<file path="src/rtl/tsyn_pkg.sv">
package tsyn_pkg;
    localparam int BYTE_W  = 8;
    localparam int STRAP_W = 2;
    localparam int ID_W    = BYTE_W - 1 - STRAP_W;
    localparam int DIV_W   = 2 * BYTE_W - 1;
    localparam int HI_W    = BYTE_W - 1;
    localparam int PORT_DC = 3;

    typedef enum logic [1:0] {
        PH_ADDR    = 2'd0,
        PH_SELECT  = 2'd1,
        PH_FREQ_LO = 2'd2,
        PH_PORT    = 2'd3
    } phase_e;

    typedef struct packed {
        logic       pump_hi;
        logic       tst_div;
        logic       tst_tri;
        logic       band_src;
        logic [1:0] band;
        logic       drv_off;
    } ctrl_t;

    localparam ctrl_t CTRL_RST = '0;
    localparam logic [BYTE_W-1:0] PORT_RST = '0;
endpackage

</file>
<file path="src/rtl/tsyn_bus_cond.sv">
module tsyn_bus_cond (
    input  logic clk,
    input  logic rst_n,
    input  logic scl_i,
    input  logic sda_i,
    output logic scl_rise_o,
    output logic scl_fall_o,
    output logic start_o,
    output logic stop_o
);
    typedef struct packed {
        logic scl;
        logic sda;
    } smp_t;

    smp_t st_d, st_q;

    always_comb begin
        st_d.scl = scl_i;
        st_d.sda = sda_i;
    end

    always_ff @(posedge clk or negedge rst_n) begin
        if (!rst_n) st_q <= '1;
        else        st_q <= st_d;
    end

    assign scl_rise_o = scl_i & ~st_q.scl;
    assign scl_fall_o = ~scl_i & st_q.scl;
    assign start_o    = scl_i & st_q.scl & st_q.sda & ~sda_i;
    assign stop_o     = scl_i & st_q.scl & ~st_q.sda & sda_i;
endmodule

</file>
<file path="src/rtl/tsyn_byte_rx.sv">
module tsyn_byte_rx
    import tsyn_pkg::*;
#(
    parameter int W = BYTE_W
) (
    input  logic         clk,
    input  logic         rst_n,
    input  logic         sda_i,
    input  logic         scl_rise_i,
    input  logic         scl_fall_i,
    input  logic         start_i,
    input  logic         stop_i,
    input  logic         ack_req_i,
    output logic [W-1:0] rx_byte_o,
    output logic         ack_strobe_o,
    output logic         sda_pull_o
);
    localparam int CNT_W = $clog2(W);
    localparam logic [CNT_W-1:0] LAST = CNT_W'(W - 1);

    typedef struct packed {
        logic             active;
        logic             full;
        logic             in_ack;
        logic             drive;
        logic [CNT_W-1:0] cnt;
        logic [W-1:0]     sh;
    } rx_t;

    rx_t rx_d, rx_q;

    always_comb begin
        rx_d = rx_q;
        if (stop_i) begin
            rx_d.active = 1'b0;
            rx_d.full   = 1'b0;
            rx_d.in_ack = 1'b0;
            rx_d.drive  = 1'b0;
            rx_d.cnt    = '0;
        end else if (start_i) begin
            rx_d.active = 1'b1;
            rx_d.full   = 1'b0;
            rx_d.in_ack = 1'b0;
            rx_d.drive  = 1'b0;
            rx_d.cnt    = '0;
        end else if (rx_q.active) begin
            if (scl_rise_i && !rx_q.full && !rx_q.in_ack) begin
                rx_d.sh = {rx_q.sh[W-2:0], sda_i};
                if (rx_q.cnt == LAST) begin
                    rx_d.full = 1'b1;
                    rx_d.cnt  = '0;
                end else begin
                    rx_d.cnt = rx_q.cnt + CNT_W'(1);
                end
            end
            if (scl_fall_i && rx_q.full) begin
                rx_d.full = 1'b0;
                if (ack_req_i) begin
                    rx_d.in_ack = 1'b1;
                    rx_d.drive  = 1'b1;
                end else begin
                    rx_d.active = 1'b0;
                end
            end
            if (scl_fall_i && rx_q.in_ack) begin
                rx_d.in_ack = 1'b0;
                rx_d.drive  = 1'b0;
            end
        end
    end

    always_ff @(posedge clk or negedge rst_n) begin
        if (!rst_n) rx_q <= '0;
        else        rx_q <= rx_d;
    end

    assign rx_byte_o    = rx_q.sh;
    assign ack_strobe_o = rx_q.active & rx_q.in_ack & scl_rise_i;
    assign sda_pull_o   = rx_q.drive;
endmodule

</file>
<file path="src/rtl/tsyn_reg_dec.sv">
module tsyn_reg_dec
    import tsyn_pkg::*;
#(
    parameter logic [ID_W-1:0] DEV_ID = 5'b11000
) (
    input  logic               clk,
    input  logic               rst_n,
    input  logic               start_i,
    input  logic               stop_i,
    input  logic               ack_strobe_i,
    input  logic [BYTE_W-1:0]  rx_byte_i,
    input  logic [STRAP_W-1:0] strap_i,
    output logic               ack_req_o,
    output logic [DIV_W-1:0]   div_o,
    output ctrl_t              ctrl_o,
    output logic [BYTE_W-1:0]  port_o
);
    localparam logic [BYTE_W-1:0] PORT_MASK = ~(BYTE_W'(1) << PORT_DC);

    typedef struct packed {
        phase_e            phase;
        logic [HI_W-1:0]   hi;
        logic [DIV_W-1:0]  div;
        ctrl_t             ctrl;
        logic [BYTE_W-1:0] port;
    } dec_t;

    dec_t dc_d, dc_q;
    logic addr_hit;

    always_comb begin
        addr_hit  = (rx_byte_i[BYTE_W-1:1] == {DEV_ID, strap_i}) && !rx_byte_i[0];
        ack_req_o = (dc_q.phase == PH_ADDR) ? addr_hit : 1'b1;
    end

    always_comb begin
        dc_d = dc_q;
        if (start_i || stop_i) begin
            dc_d.phase = PH_ADDR;
        end else if (ack_strobe_i) begin
            unique case (dc_q.phase)
                PH_ADDR: dc_d.phase = PH_SELECT;
                PH_SELECT: begin
                    if (rx_byte_i[BYTE_W-1]) begin
                        dc_d.ctrl  = ctrl_t'(rx_byte_i[HI_W-1:0]);
                        dc_d.phase = PH_PORT;
                    end else begin
                        dc_d.hi    = rx_byte_i[HI_W-1:0];
                        dc_d.phase = PH_FREQ_LO;
                    end
                end
                PH_FREQ_LO: begin
                    dc_d.div   = {dc_q.hi, rx_byte_i};
                    dc_d.phase = PH_SELECT;
                end
                PH_PORT: begin
                    dc_d.port  = rx_byte_i & PORT_MASK;
                    dc_d.phase = PH_SELECT;
                end
                default: dc_d.phase = PH_ADDR;
            endcase
        end
    end

    always_ff @(posedge clk or negedge rst_n) begin
        if (!rst_n) begin
            dc_q.phase <= PH_ADDR;
            dc_q.hi    <= '0;
            dc_q.div   <= '0;
            dc_q.ctrl  <= CTRL_RST;
            dc_q.port  <= PORT_RST;
        end else begin
            dc_q <= dc_d;
        end
    end

    assign div_o  = dc_q.div;
    assign ctrl_o = dc_q.ctrl;
    assign port_o = dc_q.port;
endmodule

</file>
<file path="src/rtl/tsyn_ctl.sv">
module tsyn_ctl
    import tsyn_pkg::*;
#(
    parameter logic [ID_W-1:0] DEV_ID = 5'b11000
) (
    input  logic               clk,
    input  logic               rst_n,
    input  logic               scl_i,
    input  logic               sda_i,
    input  logic [STRAP_W-1:0] addr_strap_i,
    output logic               sda_pull_o,
    output logic [DIV_W-1:0]   div_ratio_o,
    output logic               pump_hi_o,
    output logic               test_div_out_o,
    output logic               pump_tristate_o,
    output logic               band_from_port_o,
    output logic [1:0]         band_code_o,
    output logic               tuning_drive_off_o,
    output logic [BYTE_W-1:0]  port_o
);
    logic              scl_rise, scl_fall, start_c, stop_c;
    logic              ack_req, ack_strobe;
    logic [BYTE_W-1:0] rx_byte;
    ctrl_t             ctrl;

    tsyn_bus_cond u_cond (
        .clk        (clk),
        .rst_n      (rst_n),
        .scl_i      (scl_i),
        .sda_i      (sda_i),
        .scl_rise_o (scl_rise),
        .scl_fall_o (scl_fall),
        .start_o    (start_c),
        .stop_o     (stop_c)
    );

    tsyn_byte_rx #(.W(BYTE_W)) u_rx (
        .clk          (clk),
        .rst_n        (rst_n),
        .sda_i        (sda_i),
        .scl_rise_i   (scl_rise),
        .scl_fall_i   (scl_fall),
        .start_i      (start_c),
        .stop_i       (stop_c),
        .ack_req_i    (ack_req),
        .rx_byte_o    (rx_byte),
        .ack_strobe_o (ack_strobe),
        .sda_pull_o   (sda_pull_o)
    );

    tsyn_reg_dec #(.DEV_ID(DEV_ID)) u_dec (
        .clk          (clk),
        .rst_n        (rst_n),
        .start_i      (start_c),
        .stop_i       (stop_c),
        .ack_strobe_i (ack_strobe),
        .rx_byte_i    (rx_byte),
        .strap_i      (addr_strap_i),
        .ack_req_o    (ack_req),
        .div_o        (div_ratio_o),
        .ctrl_o       (ctrl),
        .port_o       (port_o)
    );

    assign pump_hi_o          = ctrl.pump_hi;
    assign test_div_out_o     = ctrl.tst_div;
    assign pump_tristate_o    = ctrl.tst_tri;
    assign band_from_port_o   = ctrl.band_src;
    assign band_code_o        = ctrl.band;
    assign tuning_drive_off_o = ctrl.drv_off;
endmodule

</file>
<file path="config.mk">
export PLATFORM = sky130hd
export DESIGN_NAME = tsyn_ctl
export DESIGN_NICKNAME = d
export VERILOG_FILES = /design/src/rtl/tsyn_pkg.sv /design/src/rtl/tsyn_bus_cond.sv /design/src/rtl/tsyn_byte_rx.sv /design/src/rtl/tsyn_reg_dec.sv /design/src/rtl/tsyn_ctl.sv
export SDC_FILE = /design/constraint.sdc
export NUM_CORES = 1
export LEC_CHECK = 0
export ABC_CLOCK_PERIOD_IN_PS = 1600
export BUFFER_PORTS_ARGS = -buffer_cell sky130_fd_sc_hd__buf_2
export CAP_MARGIN = 20
export CORE_UTILIZATION = 35
export DETAILED_ROUTE_END_ITERATION = 8
export PLACE_DENSITY = 0.58
export SYNTH_ARGS = -nofsm -noshare
export SYNTH_HDL_FRONTEND = slang
export SYNTH_SLANG_ARGS = --single-unit
export TNS_END_PERCENT = 5
</file>
<file path="constraint.sdc">
create_clock -name clk -period 1.6 [get_ports clk]
set_input_delay 0.24 -clock clk [delete_from_list [all_inputs] [get_ports clk]]
set_output_delay 0.24 -clock clk [all_outputs]
set_load 0.05 [all_outputs]
</file>
==> reports/summary.md <==
* 0 — number of DRC violations after detailed routing
* 277 — filler-free cell count of the finished design
* 0.31 ns — clock network latency to the later pin of the worst-skew pair
* 204 — total number of nets in the final design
* 14.21 µm² — average instance area after synthesis
* 0.005670 ns — worst-case clock skew
* 55.40% — fraction of the yosys area taken by sequential cells
* 344.9 µV — IR Drop Worst-Case VDD
* 2 — maximum buffer depth of the clock tree
* sky130_fd_sc_hd__dfrtp_1 — dominant synthesized flop cell
* 7320 µm² — die area
* 180 — Synth Net Count
* 0.002590 W — total power
* 1.528 ns — Tmin final
* 17.79% — met1 GRT Util
* and4b_2 > nand4_4 > mux2_2 — ordered list of cells on the worst path
* input port to flop — type of the tightest min-delay check
* 35 — total of buffers placed on input and output ports
* 6756 µm² — Core Footprint
* 1388 — via count of the first global-routing pass
* 11.06% — synthesis-to-finish area growth
* 69 — initial DRC count
* finished clean — result of the run
* flop — kind of end point of the critical path
* 853.3 µm² — Multi-input gate area
* flop — element type at the critical path start
* 1327 — number of vias after detailed routing
* 85.56 µm — Die Height
* 172 — synthesized netlist cell count
* 0 — Buf/Inv on CP
* 4 — DR pass1 iterations
* 0 — antenna viol nets, final
* 0 — number of flops mapped to enable cells by yosys
* 0 — Final Hold Viols
* 100.0% — async set or reset register ratio after synthesis
* flip-flops — kind of cell with the highest combined delay on the critical path
* 55 — pin count of the biggest net entering global routing
* 30 — Std-Cell Rows
* 0 — yosys synthesis warning count
* 0 — GRT overflow
* 4.791 — post-detailed-route via-to-cell ratio
* 1.406 nW — standby leakage power
* 0.58 ns — maximum single-stage delay on the critical path
* 0 — setup repair bufs after CTS
* 0 — number of antenna violations at the first check in global routing
* 85.56 µm — Die Width
* 654.4 MHz — Fmax achieved
* 0.09 ns — Clock transition at path regs
* 7 — Crit Path Max Fanout
* 15.27 µm — wire per inst
* sky130_fd_sc_hd__dfstp_2 — Crit-path slowest cell
* 2.843 mm — Detail Placement HPWL
* 0 — total count of max-transition violations in the final report
* 4.229 mm — total routed wirelength
* 54 — number of synthesized register bits
* 7.113 mm — wire length of the first global-routing pass
* 12.99% — GRT Util Overall
* 268 — number of placed instances with taps included
* 651 — fill cell total of the finished layout
* 4.427% — met3 track utilization from global routing
* yes — clock tree from TritonCTS
* 0.7818 — GPL Wtd Cong
* 0 — ANT cells
* 1.73 ns — Worst Path Arrival
* 0 — count of maximum capacitance violations
* 36.17% — effective utilization at floorplan
* 40 — Distinct cells, synth
* 2444 µm² — post-synth design cell area
* 95.51% — Final Cycle Share
* false — setup repair after global routing missed its margin
* 1355 µm² — sequential cell area in the final layout
* 55.33% — layout cell share with drive strength beyond 1
* 37 — ports placed on the boundary
* 0 — # setup viols final
* 2 — H-Tree Depth
* met2 — routing layer with the top usage in global route
* 54 — count of clock tree sinks
* flop to flop — class of the most critical setup path
* sky130_fd_sc_hd__clkbuf_8 — root buffer cell
* 5 — number of buffers inserted during clock tree synthesis
* 18.98% — GR met2 Demand/Resource
* 954.4 nW/µm² — power density of the placed cells
* 1.80 ns — required time of the critical path
[repair_timing]
| item | in CTS | in global routing |
|---|---|---|
| hold buffers | 1 | 0 |
| setup endpoints to repair | 0 | 11 |
| hold endpoints to repair | 52 | 0 |
| gates resized for setup | 0 | 1 |
[power breakdown]
group	total, W	switching, W	internal, W
logic	0.000224	0.000119	0.000105
clock network	0.000925	0.000455	0.000469
registers	0.00144	0.0000345	0.00141
[cell families (layout without fill, tap and decap cells)]
logic type | after synthesis | in the layout | share of synthesized area [%]
compound gates | 13 | 13 | 4.199
xor+xnor | 3 | 3 | 1.075
fa+ha+maj | 2 | 2 | 1.024
buf+inv | 31 | 56 | 9.728
flops | 54 | 54 | 55.40
mux | 45 | 45 | 20.69
other cells | 1 | 1 | 0.1535
simple gates | 23 | 23 | 7.732
[area by class of cell]
cell class                 instances  area share (%)
timing repair buffer              46           10.51
multi-input combinational         87           31.44
inverter                           2          0.2766
tap                               80           3.688
clock inverter                     3           1.614
clock buffer                       5           2.536
sequential                        54           49.93
[placed cells by master (no fill, tap or decap), types with 2 or more instances in the layout]
| master | n |
|---|---|
| sky130_fd_sc_hd__a22o_1 | 2 |
| sky130_fd_sc_hd__buf_12 | 2 |
| sky130_fd_sc_hd__buf_2 | 35 |
| sky130_fd_sc_hd__buf_4 | 8 |
| sky130_fd_sc_hd__clkbuf_8 | 5 |
| sky130_fd_sc_hd__dfrtp_1 | 51 |
| sky130_fd_sc_hd__dfstp_2 | 2 |
| sky130_fd_sc_hd__ha_1 | 2 |
| sky130_fd_sc_hd__mux2_2 | 44 |
| sky130_fd_sc_hd__nand2_1 | 3 |
| sky130_fd_sc_hd__nand3_1 | 2 |
| sky130_fd_sc_hd__nand3_4 | 2 |
| sky130_fd_sc_hd__nor2_1 | 4 |
| sky130_fd_sc_hd__nor2b_1 | 2 |
| sky130_fd_sc_hd__xnor2_1 | 3 |
[metal layers]
layer / routed length, µm / share of wire [%]
met4: 64 / 1.5
met1: 2148 / 51
met3: 196 / 4.6
met2: 1820 / 43
met5: 0 / 0
[registers in the layout, summed over array words and instances (netlist names)]
register,flops
u_dec.div_o,15
u_dec.dc_q,9
u_rx.rx_byte_o,8
u_dec.ctrl_o,7
u_dec.port_o,7
u_rx.rx_q,5
u_cond.st_q,2
u_rx.sda_pull_o,1
[worst paths after layout]
path,startpoint,endpoint,slack [ns],depth (start not counted)
setup / recovery,u_cond.st_q[1],u_dec.ctrl_o[4],0.07,3
hold / removal,sda_i,u_cond.st_q[0],0.07,1
hold reg to reg,u_dec.port_o[6],u_dec.port_o[6],0.51,1
min in group asynchronous,rst_n,u_dec.port_o[7],0.45,3
max in group asynchronous,rst_n,u_cond.st_q[1],0.87,3
setup reg to reg,u_cond.st_q[1],u_dec.ctrl_o[4],0.07,3
[through the flow]
| step | hold slack [ns] | util (%) | setup TNS, ns | cell area (µm²) | worst slack (ns) |
|---|---|---|---|---|---|
| final | 0.06984 | 40.17 | 0 | 2714 | 0.07186 |
| after global routing | 0.05045 | 40.17 | 0 | 2714 | 0.006390 |
| after CTS | 0.06088 | 40.15 | 0 | 2713 | 0.01992 |
| after detailed placement | 0.2622 | 38.33 | 0 | 2590 | 0.03851 |
| after global placement | 0.2650 | 38.33 | 0 | 2590 | 0.06428 |
| after floorplan | -0.05559 | - | -0.2282 | 2445 | -0.02282 |
[cells in the mapped netlist, types with 2 or more instances]
cell type,n,area share [%]
sky130_fd_sc_hd__dfrtp_1,52,53
sky130_fd_sc_hd__nor2b_1,2,0.51
sky130_fd_sc_hd__nand3_4,2,1.4
sky130_fd_sc_hd__xnor2_1,3,1.1
sky130_fd_sc_hd__mux2_2,44,20
sky130_fd_sc_hd__a22o_1,2,0.72
sky130_fd_sc_hd__buf_6,2,0.92
sky130_fd_sc_hd__dfstp_2,2,2.2
sky130_fd_sc_hd__nor2_1,4,0.61
sky130_fd_sc_hd__ha_1,2,1.0
sky130_fd_sc_hd__nand3_1,2,0.41
sky130_fd_sc_hd__buf_4,25,7.7
sky130_fd_sc_hd__nand2_1,3,0.46
Note: power is estimated with default switching activity, not from simulation.
